File: config.mk
export PLATFORM = sky130hd
export DESIGN_NAME = frame_tgen
export DESIGN_NICKNAME = d
export VERILOG_FILES = /design/src/rtl/frame_tgen_pkg.sv /design/src/rtl/frame_tgen_ctrl.sv /design/src/rtl/frame_tgen_dp.sv /design/src/rtl/frame_tgen.sv
export SDC_FILE = /design/constraint.sdc
export NUM_CORES = 2
export LEC_CHECK = 0
export BUFFER_PORTS_ARGS = -buffer_cell sky130_fd_sc_hd__buf_2
export CORE_MARGIN = 10
export CORE_UTILIZATION = 27
export DETAILED_ROUTE_END_ITERATION = 10
export PLACE_DENSITY = 0.52
export SYNTH_ARGS = -nofsm -noshare
export SYNTH_HDL_FRONTEND = slang
export SYNTH_SLANG_ARGS = --single-unit
export TNS_END_PERCENT = 100
File: constraint.sdc
create_clock -name clk -period 6.11 [get_ports clk]
set_input_delay 0.9165 -clock clk [delete_from_list [all_inputs] [get_ports clk]]
set_output_delay 0.9165 -clock clk [all_outputs]
set_load 0.03 [all_outputs]
File: src/rtl/frame_tgen_pkg.sv
package frame_tgen_pkg;

  localparam int ADDR_W = 4;

  localparam logic [ADDR_W-1:0] REG_CTRL   = 4'd0;
  localparam logic [ADDR_W-1:0] REG_LINE   = 4'd1;
  localparam logic [ADDR_W-1:0] REG_HWIN   = 4'd2;
  localparam logic [ADDR_W-1:0] REG_FRAME  = 4'd3;
  localparam logic [ADDR_W-1:0] REG_VSLEN  = 4'd4;
  localparam logic [ADDR_W-1:0] REG_VSTART = 4'd5;
  localparam logic [ADDR_W-1:0] REG_VEND   = 4'd6;
  localparam logic [ADDR_W-1:0] REG_SKEW   = 4'd7;
  localparam logic [ADDR_W-1:0] REG_FILL   = 4'd8;

  // Control to datapath strobes.
  typedef struct packed {
    logic load;  // copy shadow set to working set, restart counters
    logic run;   // generator is producing a frame
  } tgStrobe_t;

endpackage

File: src/rtl/frame_tgen_ctrl.sv
module frame_tgen_ctrl
  import frame_tgen_pkg::*;
(
  input  logic      clk,
  input  logic      rst,
  input  logic      shadowEn,
  input  logic      lastPix,
  output tgStrobe_t strb
);

  logic running;

  // While idle, every cycle counts as a boundary so an enable starts promptly.
  always_comb begin
    strb.load = !running || lastPix;
    strb.run  = running;
  end

  always_ff @(posedge clk) begin
    if (rst)            running <= 1'b0;
    else if (strb.load) running <= shadowEn;
  end

  // a running frame is never cut short before its last pixel
  a_r9_run_until_boundary: assert property (@(posedge clk) disable iff (rst)
    (running && !lastPix) |=> running);

endmodule

File: src/rtl/frame_tgen_dp.sv
module frame_tgen_dp
  import frame_tgen_pkg::*;
#(
  parameter int CNT_W = 32,
  parameter int H_W   = 16,
  parameter int PIX_W = 24
) (
  input  logic             clk,
  input  logic             rst,
  input  logic             wrEn,
  input  logic [ADDR_W-1:0] wrAddr,
  input  logic [CNT_W-1:0] wrData,
  input  tgStrobe_t        strb,
  input  logic [PIX_W-1:0] pixIn,
  input  logic             pixValid,
  output logic             shadowEn,
  output logic             lastPix,
  output logic             pixReady,
  output logic [PIX_W-1:0] pixOut,
  output logic             hsyncOut,
  output logic             vsyncOut,
  output logic             deOut,
  output logic             frameStrobe
);

  typedef struct packed {
    logic             en;
    logic             hLow;
    logic             vLow;
    logic [H_W-1:0]   hPeriod;
    logic [H_W-1:0]   hPulse;
    logic [H_W-1:0]   hStart;
    logic [H_W-1:0]   hEnd;
    logic [CNT_W-1:0] frameLen;
    logic [CNT_W-1:0] vsLen;
    logic [CNT_W-1:0] vStart;
    logic [CNT_W-1:0] vEnd;
    logic [CNT_W-1:0] skew;
    logic [PIX_W-1:0] fill;
  } cfg_t;

  localparam cfg_t CFG_RESET = '{fill: {PIX_W{1'b1}}, default: '0};

  cfg_t shadowQ, actQ;
  logic [CNT_W-1:0] pos;
  logic [H_W-1:0]   hCnt;
  logic             uflowQ;
  logic             hWrap, deNow, hsAct, vsAct;
  logic [CNT_W-1:0] vLo, vHi;

  // Shadow register file
  always_ff @(posedge clk) begin
    if (rst) shadowQ <= CFG_RESET;
    else if (wrEn) begin
      case (wrAddr)
        REG_CTRL:   {shadowQ.vLow, shadowQ.hLow, shadowQ.en} <= wrData[2:0];
        REG_LINE:   {shadowQ.hPulse, shadowQ.hPeriod} <= wrData[2*H_W-1:0];
        REG_HWIN:   {shadowQ.hEnd, shadowQ.hStart} <= wrData[2*H_W-1:0];
        REG_FRAME:  shadowQ.frameLen <= wrData;
        REG_VSLEN:  shadowQ.vsLen <= wrData;
        REG_VSTART: shadowQ.vStart <= wrData;
        REG_VEND:   shadowQ.vEnd <= wrData;
        REG_SKEW:   shadowQ.skew <= wrData;
        REG_FILL:   shadowQ.fill <= wrData[PIX_W-1:0];
        default: ;
      endcase
    end
  end

  always_ff @(posedge clk) begin
    if (rst)            actQ <= CFG_RESET;
    else if (strb.load) actQ <= shadowQ;
  end

  assign shadowEn = shadowQ.en;

  // Frame-linear and in-line counters
  assign lastPix = ({1'b0, pos} + 1'b1) >= {1'b0, actQ.frameLen};
  assign hWrap   = ({1'b0, hCnt} + 1'b1) >= {1'b0, actQ.hPeriod};

  always_ff @(posedge clk) begin
    if (rst || strb.load) begin
      pos  <= '0;
      hCnt <= '0;
    end else if (strb.run) begin
      pos  <= pos + 1'b1;
      hCnt <= hWrap ? '0 : hCnt + 1'b1;
    end
  end

  // Window decode
  assign vLo   = actQ.vStart + actQ.skew;
  assign vHi   = actQ.vEnd + actQ.skew;
  assign deNow = strb.run && (hCnt >= actQ.hStart) && (hCnt <= actQ.hEnd)
                 && (pos >= vLo) && (pos <= vHi);
  assign hsAct = strb.run && (hCnt < actQ.hPulse);
  assign vsAct = strb.run && (pos < actQ.vsLen);
  assign pixReady = deNow;

  // Underflow latch: sticky until the next frame boundary
  always_ff @(posedge clk) begin
    if (rst || strb.load)       uflowQ <= 1'b0;
    else if (deNow && !pixValid) uflowQ <= 1'b1;
  end

  // Output stage
  always_ff @(posedge clk) begin
    if (rst) begin
      pixOut      <= '0;
      hsyncOut    <= 1'b0;
      vsyncOut    <= 1'b0;
      deOut       <= 1'b0;
      frameStrobe <= 1'b0;
    end else begin
      pixOut      <= !deNow ? '0 : ((uflowQ || !pixValid) ? actQ.fill : pixIn);
      hsyncOut    <= hsAct ^ actQ.hLow;
      vsyncOut    <= vsAct ^ actQ.vLow;
      deOut       <= deNow;
      frameStrobe <= strb.run && (pos == '0);
    end
  end

  // linear count stays inside the frame
  a_r2_pos_in_frame: assert property (@(posedge clk) disable iff (rst)
    (strb.run && actQ.frameLen != '0) |-> (pos < actQ.frameLen));

  // in-line count stays inside the line
  a_r3_col_in_line: assert property (@(posedge clk) disable iff (rst)
    (strb.run && actQ.hPeriod != '0) |-> (hCnt < actQ.hPeriod));

  // working set only changes at a boundary
  a_r1_active_hold: assert property (@(posedge clk) disable iff (rst)
    !strb.load |=> $stable(actQ));

  // idle generator emits no video and no strobe
  a_r9_idle_quiet: assert property (@(posedge clk) disable iff (rst)
    !strb.run |=> (!deOut && !frameStrobe));

  // underflow persists for the rest of the frame
  a_r8_fill_sticky: assert property (@(posedge clk) disable iff (rst)
    (uflowQ && !strb.load) |=> uflowQ);

endmodule

File: src/rtl/frame_tgen.sv
module frame_tgen
  import frame_tgen_pkg::*;
#(
  parameter int CNT_W = 32,
  parameter int H_W   = 16,
  parameter int PIX_W = 24
) (
  input  logic              clk,
  input  logic              rst,
  input  logic              wrEn,
  input  logic [ADDR_W-1:0] wrAddr,
  input  logic [CNT_W-1:0]  wrData,
  input  logic [PIX_W-1:0]  pixIn,
  input  logic              pixValid,
  output logic              pixReady,
  output logic [PIX_W-1:0]  pixOut,
  output logic              hsyncOut,
  output logic              vsyncOut,
  output logic              deOut,
  output logic              frameStrobe
);

  tgStrobe_t strb;
  logic      shadowEn;
  logic      lastPix;

  frame_tgen_ctrl u_ctrl (
    .clk      (clk),
    .rst      (rst),
    .shadowEn (shadowEn),
    .lastPix  (lastPix),
    .strb     (strb)
  );

  frame_tgen_dp #(.CNT_W(CNT_W), .H_W(H_W), .PIX_W(PIX_W)) u_dp (
    .clk         (clk),
    .rst         (rst),
    .wrEn        (wrEn),
    .wrAddr      (wrAddr),
    .wrData      (wrData),
    .strb        (strb),
    .pixIn       (pixIn),
    .pixValid    (pixValid),
    .shadowEn    (shadowEn),
    .lastPix     (lastPix),
    .pixReady    (pixReady),
    .pixOut      (pixOut),
    .hsyncOut    (hsyncOut),
    .vsyncOut    (vsyncOut),
    .deOut       (deOut),
    .frameStrobe (frameStrobe)
  );

endmodule

==> flow_metrics.env <==
export IMPL_seqPwrFrac_pct=45.7
export IMPL_hold_viol=0
export IMPL_antenna_found_initial=1
export IMPL_yosysSeqAreaShare_pct=40.5
export IMPL_ys_types=75
export IMPL_via_count=24100
export IMPL_synthFlopType="dfxtp_1"
export IMPL_skew_ns=0.0286
export IMPL_worstSkewPairLatency_ns=0.63
export IMPL_netlist_top_cell_by_area="dfxtp_1"
export IMPL_setup_violations=0
export IMPL_h_tree_depth=3
export IMPL_cap_violations=0
export IMPL_worstHoldPathType="flip-flop to flip-flop"
export IMPL_multiInputGateArea_um2=15700
export IMPL_clkPwrFrac_pct=50.4
export IMPL_p_sw_share_pct=23.2
export IMPL_tns_ns=0
export IMPL_worstMarginPinSlew_ns=1.10
export IMPL_remaining_drc_errors=0
export IMPL_async_reset_ff_share_pct=0
export IMPL_crit_path_start_kind="flip-flop"
export IMPL_path_max_fanout=4
export IMPL_hold_buffers=0
export IMPL_slew_violations=0
export IMPL_pwr_share_comb_pct=3.9
export IMPL_relSlewSlack_pct=26.6
export IMPL_drt_total_wl_um=89000
export IMPL_dieArea_um2=120000
export IMPL_leakage_uw=0.0128
export IMPL_netlist_area_um2=28600
export IMPL_placementRows=119
export IMPL_ys_warn_count=0
export IMPL_p_per_area_nw_per_um2=254
export IMPL_drtIter0Drc=1570
export IMPL_p_switching_uw=1950
export IMPL_nets=3935
export IMPL_dp_cells=4927
export IMPL_post_drt_wl_per_cell_um=17.6
export IMPL_io_buffers=92
export IMPL_synth_cells=3609
export IMPL_arrival_ns=4.93
export IMPL_syn_avg_cell_area_um2=7.94
export IMPL_fp_dieW_um=346
export IMPL_grt_pass1_vias=23200
export IMPL_synth_edf_count=0
export IMPL_cts_root_buf="clkbuf_16"
export IMPL_rsz0062_at_grt="false"
export IMPL_ant_nets=0
export IMPL_cts_tree="done"
export IMPL_intPower_uw=6440
export IMPL_path_clk_slew_ns=0.06
export IMPL_ir_drop_uv=195
export IMPL_status="complete, no violations"
export IMPL_synth_seq_cells=579
export IMPL_synth_top_area_share_pct=40.5
export IMPL_area_growth_pct=15.1
export IMPL_cts_buffers=68
export IMPL_start_util_pct=27.2
export IMPL_min_period_over_period_pct=95.8
export IMPL_grt_use_total_pct=14.3
export IMPL_power_uw=8380
export IMPL_grt_pass1_wl_um=138000
export IMPL_stdcell_count=5056
export IMPL_synth_area_leaders="dfxtp_1 40%, nand2_1 14%, ha_1 11%, a21oi_1 9.5%, a21o_1 2.3%"
export IMPL_seq_area_um2=11600
export IMPL_fp_coreArea_um2=105000
export IMPL_via_per_inst=4.78
export IMPL_end_kind="primary output"
export IMPL_grt_remaining_overflow=0
export IMPL_drive_gt1_share_pct=8.87
export IMPL_ioPinCount=93
export IMPL_first_pass_iters=5
export IMPL_die_y_um=346
export IMPL_rrSetupSlack_ns=1.01
export IMPL_max_freq_mhz=171
export IMPL_grt_max_degree=197
export IMPL_gp_congestion=0.859
export IMPL_fillers=11300
export IMPL_dpl_hpwl_um=61700
export IMPL_cts_max_path_buffers=3
export IMPL_crit_required_ns=5.19
export IMPL_clock_sinks=579
export IMPL_layout_min_cycle_time_ns=5.85
export IMPL_crit_type="flip-flop to primary output"
export IMPL_syn_nets=3930
-- sequential cells by signal, indices dropped and copies added, names as in the netlist --
signal / count
u_dp.shadowQ: 250
u_dp.frameStrobe: 1
u_dp.hCnt: 16
u_dp.pixOut: 24
u_dp.uflowQ: 1
u_dp.pos: 32
u_dp.hsyncOut: 1
u_dp.actQ: 250
u_dp.vsyncOut: 1
u_ctrl.running: 1
u_dp.deOut: 1
u_dp.shadowEn: 1
-- timing repair --
item / in CTS / in global routing
setup endpoints to repair: 1 / 1
resized for setup: 20 / 34
buffers inserted: 3 / 5
gates cloned: 0 / 0
pin swaps: 7 / 18
-- layer usage --
metal / track usage, % / part of all wire, % / vias up
li1: - / - / 12200
met1: 19.2 / 48 / 11500
met2: 23.4 / 46 / 404
met3: 2.42 / 4.4 / 96
met4: 4.04 / 2.2 / 0
met5: 0 / 0 / -
-- path summary, 6_finish.rpt --
kind,startpoint,endpoint,cells after the start
setup reg to reg,u_dp.pos[8],u_dp.actQ[161],18
hold reg to reg,u_dp.actQ[155],u_dp.actQ[155],2
setup / recovery,u_dp.actQ[26],pixReady,21
hold / removal,u_dp.actQ[155],u_dp.actQ[155],2
-- layout make-up --
| type | count | area share, % |
|---|---|---|
| Multi-Input combinational cell | 2658 | 47.6 |
| Sequential cell | 579 | 35.2 |
| Clock buffer | 90 | 5.88 |
| Tap cell | 1391 | 5.28 |
| Timing Repair Buffer | 155 | 3.22 |
| Inverter | 152 | 1.73 |
| Clock inverter | 30 | 1.14 |
| Antenna cell | 1 | 0.00759 |
-- cell families after synthesis --
group | synth area share (%)
buffers and inverters | 5.58
AOI/OAI and AO/OA | 16.2
xor gates and xnor gates | 4.07
DFF | 40.5
muxes | 1.72
and+or+nand+nor | 20.7
adders and majority gates | 11.3
-- cells in the mapped netlist (6+ instances only) --
cell,count
dfxtp_1,579
xor2_1,74
nor2_1,110
and4_1,12
buf_2,35
a21o_1,88
nor2b_1,15
a211oi_1,20
buf_6,10
a31oi_1,7
buf_4,12
o211ai_1,9
xnor2_1,59
nand4_1,48
nand2b_1,24
a311oi_1,10
o21bai_1,11
and3_1,23
o21ai_0,57
nand3_1,63
inv_1,151
o21a_1,13
or3_1,6
ha_1,255
a2111oi_0,6
a21oi_1,545
nor3_1,16
and2_1,9
nor4_1,12
clkbuf_2,22
mux2i_1,48
nand2_1,1045
clkbuf_1,139
-- layout by cell type (no fill, tap or decap), types with 11 or more instances in the layout --
master / Yosys / layout
a21oi_1: 545 / 543
nor2_1: 110 / 109
nand2_1: 1045 / 1045
nor3_1: 16 / 13
xor2_1: 74 / 74
nor2b_1: 15 / 13
a21o_1: 88 / 88
nand3_1: 63 / 63
clkbuf_8: 0 / 11
clkinv_2: 0 / 14
nand2b_1: 24 / 24
nand4_1: 48 / 48
nor4_1: 12 / 12
and3_1: 23 / 20
buf_2: 35 / 90
buf_4: 12 / 54
o21ai_0: 57 / 48
ha_1: 255 / 249
and4_1: 12 / 12
mux2i_1: 48 / 48
xnor2_1: 59 / 59
dfxtp_1: 579 / 577
clkbuf_16: 0 / 70
inv_1: 151 / 151
o21a_1: 13 / 13
o21bai_1: 11 / 11
a211oi_1: 20 / 18
-- power groups by stage --
stage	Combinational, uW	Sequential, uW	Clock (uW)
2_1_floorplan	187	3910	0
3_3_place_gp	322	3910	0
3_5_place_dp	323	3910	0
4_1_cts	325	3830	4330
5_1_grt	354	3830	4480
6_report	328	3830	4230
-- through the flow --
stage	worst slack [ns]	util [%]	instance area, um^2	hold slack, ns
after floorplan	0.933	-	28600	0.432
after global placement	0.0197	28.9	30400	0.438
after detailed placement	0.0747	28.9	30400	0.444
after CTS	0.00454	31.2	32800	0.440
after global routing	0.0127	31.3	33000	0.466
final	0.260	31.3	33000	0.447
-- worst max-delay path: stages (launching register included) --
cell and delay [ns]:
dfxtp_1 0.32, ha_1 0.37, nor2b_2 0.20, o31ai_4 0.31, a31oi_4 0.14, a211o_1 0.39, a21o_1 0.21, a21o_1 0.20
a21o_1 0.19, a21oi_1 0.17, xor2_1 0.10, ha_1 0.19, a21o_1 0.17, a21o_1 0.16, a21oi_1 0.14, o21ai_0 0.09
nand3_1 0.09, a32oi_1 0.10, a41o_2 0.31, and3_4 0.19, buf_4 0.15, buf_6 0.13
Note: power is estimated with default switching activity, not from simulation.
